--- src/rtl/rir_pkg.sv ---
package rir_pkg;
  typedef enum logic {
    ST_IDLE = 1'b0,
    ST_RUN  = 1'b1
  } rir_state_t;
endpackage

--- src/rtl/rir_ring.sv ---
module rir_ring #(
  parameter int N  = 6,
  parameter int W  = 8,
  parameter int CW = 3
) (
  input  logic          clk,
  input  logic          rst,
  input  logic          ld_en,
  input  logic [CW-1:0] ld_sel,
  input  logic [W-1:0]  ld_data,
  input  logic          rot_fwd,
  input  logic          rot_bwd,
  output logic [W-1:0]  head_data,
  output logic [CW-1:0] head_tag
);
  localparam int S = N + 1;
  localparam logic [CW-1:0] NC = CW'(N);

  logic [W-1:0]  slot_dat [S];
  logic [CW-1:0] slot_tag [S];
  logic          sel_ok;

  assign sel_ok = (ld_sel != '0) && (ld_sel <= NC);

  for (genvar j = 0; j < S; j++) begin : g_slot
    localparam int NXT = (j + 1) % S;
    localparam int PRV = (j + S - 1) % S;
    always_ff @(posedge clk) begin
      if (rst) begin
        slot_dat[j] <= '0;
        slot_tag[j] <= CW'(j);
      end else if (rot_fwd) begin
        slot_dat[j] <= slot_dat[NXT];
        slot_tag[j] <= slot_tag[NXT];
      end else if (rot_bwd) begin
        slot_dat[j] <= slot_dat[PRV];
        slot_tag[j] <= slot_tag[PRV];
      end else if (ld_en && sel_ok && (slot_tag[j] == ld_sel)) begin
        slot_dat[j] <= ld_data;
      end
    end
  end

  assign head_data = slot_dat[0];
  assign head_tag  = slot_tag[0];
endmodule

--- src/rtl/rir_outq.sv ---
module rir_outq #(
  parameter int M  = 4,
  parameter int W  = 8,
  parameter int CW = 3,
  parameter int MW = 2
) (
  input  logic          clk,
  input  logic          rst,
  input  logic          map_we,
  input  logic [MW-1:0] map_sel,
  input  logic [CW-1:0] map_code,
  input  logic          shift_en,
  input  logic [W-1:0]  shift_in,
  output logic [CW-1:0] cur_code,
  output logic [M*W-1:0] out_flat
);
  logic [CW-1:0] map_q [M];
  logic [W-1:0]  res_q [M];

  for (genvar i = 0; i < M; i++) begin : g_cell
    localparam int NXT = (i + 1) % M;
    always_ff @(posedge clk) begin
      if (rst) begin
        map_q[i] <= '0;
        res_q[i] <= '0;
      end else if (shift_en) begin
        map_q[i] <= map_q[NXT];
        res_q[i] <= (i == M - 1) ? shift_in : res_q[NXT];
      end else if (map_we && (map_sel == MW'(i))) begin
        map_q[i] <= map_code;
      end
    end
    assign out_flat[i*W +: W] = res_q[i];
  end

  assign cur_code = map_q[0];
endmodule

--- src/rtl/rir_ctrl.sv ---
module rir_ctrl
  import rir_pkg::*;
#(
  parameter int N  = 6,
  parameter int M  = 4,
  parameter int CW = 3
) (
  input  logic          clk,
  input  logic          rst,
  input  logic          start,
  input  logic [CW-1:0] cur_code,
  input  logic [CW-1:0] head_tag,
  output logic          rot_fwd,
  output logic          rot_bwd,
  output logic          xfer,
  output logic          busy,
  output logic          done
);
  localparam int S  = N + 1;
  localparam int KW = $clog2(M + 1);
  localparam logic [CW-1:0] NC = CW'(N);
  localparam logic [CW:0]   SC = (CW + 1)'(S);

  rir_state_t    state;
  logic [KW-1:0] cnt;
  logic [CW-1:0] tgt;
  logic [CW:0]   fdist;
  logic [CW+1:0] fdist2;
  logic          run;

  assign run = (state == ST_RUN);
  assign tgt = (cur_code > NC) ? '0 : cur_code;

  always_comb begin
    if (tgt >= head_tag) fdist = {1'b0, tgt} - {1'b0, head_tag};
    else                 fdist = {1'b0, tgt} + SC - {1'b0, head_tag};
    fdist2 = {fdist, 1'b0};
  end

  assign xfer    = run && (tgt == head_tag);
  assign rot_fwd = run && !xfer && (fdist2 <= {1'b0, SC});
  assign rot_bwd = run && !xfer && !(fdist2 <= {1'b0, SC});
  assign busy    = run;

  always_ff @(posedge clk) begin
    if (rst) begin
      state <= ST_IDLE;
      cnt   <= '0;
      done  <= 1'b0;
    end else begin
      done <= 1'b0;
      if (!run) begin
        if (start) begin
          state <= ST_RUN;
          cnt   <= '0;
        end
      end else if (xfer) begin
        if (cnt == KW'(M - 1)) begin
          state <= ST_IDLE;
          done  <= 1'b1;
        end
        cnt <= cnt + 1'b1;
      end
    end
  end
endmodule

--- src/rtl/ring_index_router.sv ---
module ring_index_router #(
  parameter int N  = 6,
  parameter int M  = 4,
  parameter int W  = 8,
  parameter int CW = $clog2(N + 1),
  parameter int MW = (M > 1) ? $clog2(M) : 1
) (
  input  logic           clk,
  input  logic           rst,
  input  logic           in_wr,
  input  logic [CW-1:0]  in_sel,
  input  logic [W-1:0]   in_data,
  input  logic           map_wr,
  input  logic [MW-1:0]  map_sel,
  input  logic [CW-1:0]  map_code,
  input  logic           start,
  output logic           busy,
  output logic           done,
  output logic [M*W-1:0] out_words
);
  logic [W-1:0]  head_data;
  logic [CW-1:0] head_tag;
  logic [CW-1:0] cur_code;
  logic          rot_fwd, rot_bwd, xfer;

  rir_ring #(.N(N), .W(W), .CW(CW)) u_ring (
    .clk(clk), .rst(rst),
    .ld_en(in_wr && !busy), .ld_sel(in_sel), .ld_data(in_data),
    .rot_fwd(rot_fwd), .rot_bwd(rot_bwd),
    .head_data(head_data), .head_tag(head_tag)
  );

  rir_outq #(.M(M), .W(W), .CW(CW), .MW(MW)) u_outq (
    .clk(clk), .rst(rst),
    .map_we(map_wr && !busy), .map_sel(map_sel), .map_code(map_code),
    .shift_en(xfer), .shift_in(head_data),
    .cur_code(cur_code), .out_flat(out_words)
  );

  rir_ctrl #(.N(N), .M(M), .CW(CW)) u_ctrl (
    .clk(clk), .rst(rst), .start(start),
    .cur_code(cur_code), .head_tag(head_tag),
    .rot_fwd(rot_fwd), .rot_bwd(rot_bwd), .xfer(xfer),
    .busy(busy), .done(done)
  );
endmodule

--- config.mk ---
export PLATFORM = sky130hd
export DESIGN_NAME = ring_index_router
export DESIGN_NICKNAME = d
export VERILOG_FILES = /design/src/rtl/rir_pkg.sv /design/src/rtl/rir_ring.sv /design/src/rtl/rir_outq.sv /design/src/rtl/rir_ctrl.sv /design/src/rtl/ring_index_router.sv
export SDC_FILE = /design/constraint.sdc
export NUM_CORES = 1
export LEC_CHECK = 0
export ABC_CLOCK_PERIOD_IN_PS = 2630
export BUFFER_PORTS_ARGS = -buffer_cell sky130_fd_sc_hd__buf_2
export CAP_MARGIN = 20
export CORE_UTILIZATION = 40
export DETAILED_ROUTE_END_ITERATION = 10
export MAX_ROUTING_LAYER = met4
export PLACE_DENSITY = 0.56
export RECOVER_POWER = 25
export SLEW_MARGIN = 20
export SYNTH_ARGS = -nofsm -noshare
export SYNTH_HDL_FRONTEND = slang
export SYNTH_SLANG_ARGS = --single-unit
export TNS_END_PERCENT = 20
--- constraint.sdc ---
create_clock -name clk -period 2.63 [get_ports clk]
set_input_delay 0.263 -clock clk [delete_from_list [all_inputs] [get_ports clk]]
set_output_delay 0.263 -clock clk [all_outputs]
set_load 0.02 [all_outputs]
## Word level (Yosys, flattened, before mapping)

Memory sizes are Yosys's and may differ from the RTL's.
Index checks and enable logic that the tools add are counted.

| operators by class | value |
|---|---|
| equal/unequal tests | 13 |
| bitwise logic cells | 49 |
| reduce and logical (&&, ||, !) cells | 27 |
| add/subtract/negate cells | 4 |
| magnitude comparators | 4 |
| mux-type cells | 120 |

Operator list:

| kind | count |
|---|---|
| 8-bit 2-to-1 mux | 25 |
| 3-bit 2-to-1 mux | 26 |
| 1-bit 2-to-1 mux | 68 |
| 1-bit bitwise OR | 47 |
| 3-bit equality test | 8 |
| 1-bit logical AND | 19 |
| 5-bit by 3-bit less-or-equal comparator with 1-bit output (second input constant) | 1 |
| 3-bit by 3-bit adder with 4-bit output (second input constant) | 1 |
| 2-bit equality test (second input constant) | 2 |
| 4-bit 2-to-1 mux | 1 |
| 3-bit by 3-bit subtractor with 4-bit output | 1 |
| 4-bit by 3-bit subtractor with 4-bit output | 1 |
| 3-bit by 1-bit adder with 3-bit output (second input constant) | 1 |
| 3-bit by 2-bit equality test with 1-bit output (second input constant) | 1 |
| 3-bit greater-or-equal comparator | 1 |
| 3-bit greater-than comparator (second input constant) | 1 |
| 3-bit less-or-equal comparator (second input constant) | 1 |
| 1-bit logical NOT | 3 |
| 3-bit nonzero test | 1 |
| 3-bit OR reduction | 1 |
| 2-bit by 1-bit equality test with 1-bit output (second input constant) | 1 |
| 2-bit logical NOT | 1 |
| 2-bit by 1-bit != test with 1-bit output (second input constant) | 1 |
| 1-bit inverter | 2 |
| other kinds (2) | 2 |

| word-level totals | value |
|---|---|
| memories kept | 4 |
| bits in writable memories | 121 |
| input bits | 21 |
| register bits after elaboration | 5 |

Memories:

| memory | depth | bits a word | read ports | clocked after memory_dff | wr ports | RTL line | source |
|---|---|---|---|---|---|---|---|
| u_ring.slot_dat | 7 | 8 | 7 | 0 | 7 | rir_ring.sv:19 | `logic [W-1:0] slot_dat [S];` |
| u_outq.res_q | 4 | 8 | 4 | 0 | 4 | rir_outq.sv:18 | `logic [W-1:0] res_q [M];` |
| u_ring.slot_tag | 7 | 3 | 7 | 0 | 7 | rir_ring.sv:20 | `logic [CW-1:0] slot_tag [S];` |
| u_outq.map_q | 4 | 3 | 4 | 0 | 4 | rir_outq.sv:17 | `logic [CW-1:0] map_q [M];` |

## Logic depth before layout (Yosys ltp)

Gate-level depths: netlist of run 1.
An unclocked memory read counts as a cell.

| depth | value |
|---|---|
| depth in word-level cells | 15 |
| depth in mapped cells | 13 |
| mapped depth without buffers | 10 |

## Cells and area by module

A second synthesis of run 1 with hierarchy kept.

| unflattened totals | value |
|---|---|
| cell total of the unflattened synthesis | 467 |
| area total of the unflattened synthesis | 6354.8 um^2 |

By module, submodules not included:

| module | area an instance (um^2) | seq. area each (um^2) | cells each | times used |
|---|---|---|---|---|
| rir_ring | 4157.7 | 2312.2 | 305 | 1 |
| rir_outq | 1796.7 | 1321.3 | 111 | 1 |
| rir_ctrl | 387.9 | 100.1 | 49 | 1 |
| ring_index_router | 12.5 | 0.0 | 2 | 1 |

## Worst setup path before layout of run 1

OpenSTA, ideal clock, no wires.

| timing | value |
|---|---|
| path type | register -> register |
| start | memory u_outq.map_q[0][2] |
| end | memory u_ring.slot_dat[1][0], data pin |
| arrival time | 2454 ps |
| cell stages (with the launch flop) | 11 |
| path slack | -96 ps |
| path through | edfxtp_1 -> a21boi_0 -> ha_1 -> nand2b_2 -> nand2b_1 -> fa_1 -> a2111o_1 -> buf_2 -> buf_2 -> nand4_1 -> o221ai_1 |

RTL lines:

| what | RTL line |
|---|---|
| start: declaration | rir_outq.sv:17 |
| end: declaration | rir_ring.sv:19 |

==> results of run 1 <==
[logic make-up after synthesis]
group | share of synthesized area
AOI/OAI and AO/OA | 0.138
xor gates and xnor gates | 0.0287
adders and majority gates | 0.0148
buffers and inverters | 0.0475
DFF | 0.583
and+or+nand+nor | 0.188
[per-layer routing]
metal,routed length [um],up-vias
li1,-,2330
met1,7050,2404
met2,7380,229
met3,1290,26
met4,393,0
met5,0,-
[path summary, 6_finish.rpt]
path                            from                     to  slack, ps  depth (start not counted)
setup / recovery  u_outq.map_q[0][1]  u_ring.slot_dat[3][7]         -7                          9
hold reg to reg        u_ctrl.cnt[2]          u_ctrl.cnt[2]        470                          2
hold / removal                 start            u_ctrl.busy        130                          3
setup reg to reg  u_outq.map_q[0][1]  u_ring.slot_dat[3][7]         -7                          9
[timing repair]
item	in CTS	in global routing
pin swaps	4	11
setup buffers	1	0
endpoints found under the setup margin	76	108
resized for setup	5	5
[final cells by class]
type | count | area share
Inverter | 17 | 0.00810
Sequential cell | 126 | 0.474
Clock inverter | 14 | 0.0251
Tap cell | 211 | 0.0335
Clock buffer | 18 | 0.0545
Timing Repair Buffer | 104 | 0.0972
Multi-Input combinational cell | 365 | 0.308
[registers in the layout, summed over array words and instances, names as in the netlist]
signal,cells
u_ctrl.busy,1
u_ctrl.cnt,3
u_ctrl.done,1
u_outq.map_q,12
u_outq.res_q,32
u_ring.slot_dat,56
u_ring.slot_tag,21
[Yosys cell counts, types with 2 or more instances]
master | number | area [um^2]
a21boi_0 | 2 | 15.0
a21oi_1 | 17 | 85.1
a22o_1 | 12 | 105
and2_1 | 34 | 213
buf_2 | 15 | 75.1
buf_6 | 4 | 45.0
clkbuf_1 | 29 | 109
dfxtp_1 | 5 | 100
edfxtp_1 | 121 | 3630
ha_1 | 6 | 75.1
inv_1 | 17 | 63.8
nand2_1 | 68 | 255
nand2b_1 | 6 | 37.5
nand3_1 | 35 | 175
nand4_1 | 57 | 357
nand4_2 | 6 | 75.1
nor2_1 | 6 | 22.5
nor2_2 | 3 | 18.8
nor3_1 | 3 | 15.0
o211ai_2 | 2 | 25.0
o21ai_0 | 21 | 105
o221ai_1 | 56 | 490
or2_2 | 2 | 12.5
xnor2_1 | 21 | 184
[through the flow]
stage | std cells | total power [W] | util | setup WS [ps]
CTS | 855 | 0.00643 | 0.512 | 0.148
finish | 855 | 0.00638 | 0.511 | -6.52
global route | 855 | 0.00665 | 0.511 | -108
floorplan | 558 | 0.00342 | - | -8.59
detailed placement | 822 | 0.00389 | 0.470 | -90.4
global placement | 822 | 0.00386 | 0.470 | -20.5
[power by group through the flow]
| stage | sequential (W) | clock [W] | combinational [W] |
|---|---|---|---|
| 6_report | 0.00260 | 0.00251 | 0.00128 |
| 5_1_grt | 0.00263 | 0.00263 | 0.00139 |
| 4_1_cts | 0.00260 | 0.00255 | 0.00128 |
| 3_5_place_dp | 0.00263 | 0 | 0.00126 |
| 3_3_place_gp | 0.00263 | 0 | 0.00124 |
| 2_1_floorplan | 0.00264 | 0 | 0.000777 |
[critical path, stage by stage, from the launching register on]
cell and delay (ps):
edfxtp_1 410, a21boi_1 150, ha_1 330, nand2b_4 70, nand2b_4 70, fa_2 460
a2111o_2 420, buf_12 200, nand4_1 120, o221ai_1 110
==> qor.txt, run 1 <==
status: complete, but fails checks
failing checks: negative setup slack
Multi-input gate area: 2430 um^2
GR Util met1: 0.288
setup TNS: -17.6 ps
sequential share of power: 0.408
cts hold-fix bufs: 0
grt peak-use layer: met2
Hold Path Class: input port to flip-flop
part of the cycle the worst path needs: 1.00
port bufs: 54
synthesized area: 6400 um^2
final wirelength: 16,100 um
Slew Viols, Final: 0
minimum clock period: 2640 ps
logic gate share of total power: 0.200
DP Area: 7250 um^2
final setup fails: 5
Die Area: 16,500 um^2
TritonRoute pass-1 iters: 5
RSZ-0062 raised after global routing: true
# H-tree levels: 4
relative slew slack: 0.631
Pleak: 2.77 nW
most common cell after layout, fill and taps aside: edfxtp_1
Main synth FF type: edfxtp_1
via count: 4,989
antenna-violating nets left: 0
core area: 15,400 um^2
switching pwr: 0.00179 W
GR Util All Layers: 0.216
met2 Usage GRT: 0.317
Final Skew: 6.10 ps
synth warn: 0
Worst-Skew Late Latency: 420 ps
critical-path maximum fanout: 44
pwr/cell area: 810 nW/um^2
Fill cells: 1,431
DRT iter0 DRCs: 467
most frequent cells in the layout: edfxtp_1 (121), nand2_1 (67), nand4_1 (57), o221ai_1 (52), clkbuf_1 (37)
vias in the first global route: 4,831
CTS clk-pin slew, worst paths: 50 ps
GRT met3 Usage: 0.0486
CP arrival: 2790 ps
Die Wd: 129 um
worst hold slack: 132 ps
Clock Power Share: 0.393
clock sink count: 126
Overflow after GRT: 0
library cells used by synthesis: 34
vias per std cell: 5.84
WP data required: 2780 ps
fin worst setup slack: -6.52 ps
Gate Count Post-Synth: 558
Area Growth Syn to Fin: 23.1%
hpwl dp: 10,600 um
# DRC: 0
CP Class: flip-flop to flip-flop
Final Wtd Congestion: 0.807
largest net degree at the start of global routing: 47
FF+latch count, synth: 126
maxcap violations: 0
clk buf depth: 2
syn avg cell area: 11.5 um^2
TritonCTS clock tree: yes
global-route wire length before repair: 26,300 um
slew at the pin closest to its max-slew limit: 554 ps
final hold vios: 0
final instance area: 7880 um^2
fraction of registers with async set or reset after synthesis: 0
root buf cell: clkbuf_16
initial core utilization: 0.415
Die H: 129 um
ANT cells: 0
wire per inst: 18.9 um
EDFF count, synth: 121
fin nets: 659
Switching Fraction: 0.281
IO Pins: 55
Num CTS Buffers: 17
Setup crit end kind: flip-flop
Peak Freq: 0.379 GHz
Reg area: 3730 um^2
FP Rows: 45
worst vdd ir: 542 uV
share of layout cells above drive strength 1: 0.186
CP Launch Type: flip-flop
initial antenna violation count: 0
Seq/Total Area, Yosys: 0.583
Int Power: 0.00459 W
syn nets: 586
No activity file was read; power rests on OpenSTA's default activity.
==> inputs of run 2 (changes only) <==
==> constraint.sdc (replaced) <==
create_clock -name clk -period 2.63 [get_ports clk]
set_input_delay 0.526 -clock clk [delete_from_list [all_inputs] [get_ports clk]]
set_output_delay 0.526 -clock clk [all_outputs]
set_load 0.02 [all_outputs]
==> run 2 against run 1 <==
  * The flow still finishes with violations (negative setup slack)
  * Critical path depth grew 1
  * Via count grew 2.3%
  * Cell area is 3.3% higher
  * Sequential power about the same
  * Core utilization up 1.7 points
  * First-iteration DRC count grew 0.21%
  * Global-route usage shrank 0.65 points
  * Hold slack improved by 270 ps
  * Die area is the same
==> qor.txt, run 2 (synthesized netlist as in run 1, its figures left out) <==
DP Area: 7230 um^2
# DRC: 0
CTS clk-pin slew, worst paths: 50 ps
DR WL met2: 7940 um
Slew Viols, Final: 0
Hold Path Class: input port to flip-flop
relative slew slack: 0.616
minimum clock period: 2760 ps
core area: 15,400 um^2
final instance area: 8140 um^2
Die Wd: 129 um
RSZ-0062 raised after global routing: true
cts hold-fix bufs: 0
reg2reg start: u_outq.map_q[0][2]
largest net degree at the start of global routing: 45
GR Util All Layers: 0.210
max reg flops: 56
Peak Freq: 0.363 GHz
part of the cycle the worst path needs: 1.05
worst-case reg-to-reg path depth: 10
FP Rows: 45
met3 wire len: 991 um
fin nets: 666
failing checks: negative setup slack
worst vdd ir: 462 uV
clk buf depth: 2
Final Skew: 6.14 ps
Overflow after GRT: 0
Die Area: 16,500 um^2
CP arrival: 2910 ps
maxcap violations: 0
Final Wtd Congestion: 0.799
fin worst setup slack: -126 ps
critical-path maximum fanout: 8
Setup crit end kind: flip-flop
TritonCTS clock tree: yes
global-route wire length before repair: 25,300 um
ANT cells: 0
share of layout cells above drive strength 1: 0.238
root buf cell: clkbuf_16
Final Power: 0.00640 W
vias in the first global route: 4,675
vias per std cell: 5.92
most frequent cells in the layout: edfxtp_1 (121), nand2_1 (66), nand4_1 (57), clkbuf_1 (36), buf_4 (35)
slew at the pin closest to its max-slew limit: 576 ps
Num CTS Buffers: 17
IO Pins: 55
CP Class: flip-flop to flip-flop
R2R Path End: u_ring.slot_dat[5][4]
WP data required: 2780 ps
final hold vios: 0
DRT iter0 DRCs: 468
initial core utilization: 0.415
TritonRoute pass-1 iters: 5
clock sink count: 126
hold depth: 3
met1 WL: 7440 um
Fill cells: 1,389
Hold Crit Endpoint: u_ctrl.busy
hpwl dp: 10,000 um
most common cell after layout, fill and taps aside: edfxtp_1
Area Growth Syn to Fin: 27.1%
Pleak: 2.86 nW
final core occ: 0.528
status: complete, but fails checks
initial antenna violation count: 0
Worst-Skew Late Latency: 420 ps
hold path start: start
highest metal used: met4
CP Launch Type: flip-flop
largest registers: u_ring.slot_dat (56), u_outq.res_q (32), u_ring.slot_tag (21)
Biggest register: u_ring.slot_dat
flop-to-flop setup slack: -130 ps
final wirelength: 16,700 um
wire per inst: 19.4 um
worst hold slack: 404 ps
via count: 5,102
# H-tree levels: 4
antenna-violating nets left: 0
Die H: 129 um
port bufs: 54
pwr/cell area: 786 nW/um^2
final setup fails: 77
run 2: cell types whose count changed in the layout (fill, tap and decap cells not counted), moves of 3 or more:
cell / change
buf_4: +3
clkbuf_16: +4
o221ai_1: -19
o221ai_2: +19
run 2: critical path, stage by stage, from the launching register on:
cell       delay [ps]
edfxtp_1          470
a21boi_4          220
ha_4              230
nand2b_4           80
nand2b_4           50
fa_2              450
a2111o_2          440
buf_12            170
clkbuf_16         170
nand4_1            90
o221ai_2          110
run 2: final cells by class:
| cell class | instances | area [um^2] | area share |
|---|---|---|---|
| multi-input combinational | 365 | 2600 | 0.319 |
| tap | 211 | 264 | 0.0324 |
| clock inverter | 14 | 150 | 0.0184 |
| timing repair buffer | 111 | 900 | 0.111 |
| clock buffer | 18 | 429 | 0.0527 |
| sequential | 126 | 3730 | 0.459 |
| inverter | 17 | 63.8 | 0.00784 |
run 2: per-layer routing:
metal  track usage  vias to the layer above
met1         0.280                     2501
met5             -                        -
met4        0.0830                        0
met3        0.0428                       31
met2         0.313                      226
li1              -                     2344
run 2: worst max-delay path by stage:
stage	startpoint	endpoint	slack (ps)	cells past startpoint
2_1_floorplan	u_outq.map_q[0][1]	u_ring.slot_tag[1][7]	-9	10
3_3_place_gp	u_outq.map_q[0][1]	u_ring.slot_dat[2][7]	-20	9
3_5_place_dp	u_outq.map_q[0][2]	u_ring.slot_dat[3][0]	-70	9
4_1_cts	u_outq.map_q[0][1]	u_ring.slot_dat[3][0]	-80	9
5_1_grt	u_outq.map_q[0][2]	u_ring.slot_dat[5][4]	-190	10
6_report	u_outq.map_q[0][2]	u_ring.slot_dat[5][4]	-130	10
run 2: through the flow:
stage / std cells / worst slack (ps) / TNS (ps)
3_5_place_dp: 821 / -67.3 / -1710
2_1_floorplan: 558 / -8.59 / -17.2
4_1_cts: 853 / -80.6 / -2780
3_3_place_gp: 821 / -23.8 / -69.2
5_1_grt: 862 / -192 / -12930
6_report: 862 / -126 / -7050
run 2: what timing repair did:
item	4_1_cts	5_1_grt
buffers inserted	0	3
pin swaps	0	43
gates resized for setup	2	36
endpoints found under the setup margin	77	98
hold endpoints to repair	0	0
gates cloned	0	6
run 2: power breakdown:
part	internal [W]	switching, W	total, W
clock network	0.00147	0.000834	0.00230
registers	0.00247	0.000140	0.00261
logic	0.000579	0.000909	0.00149
total	0.00452	0.00188	0.00640
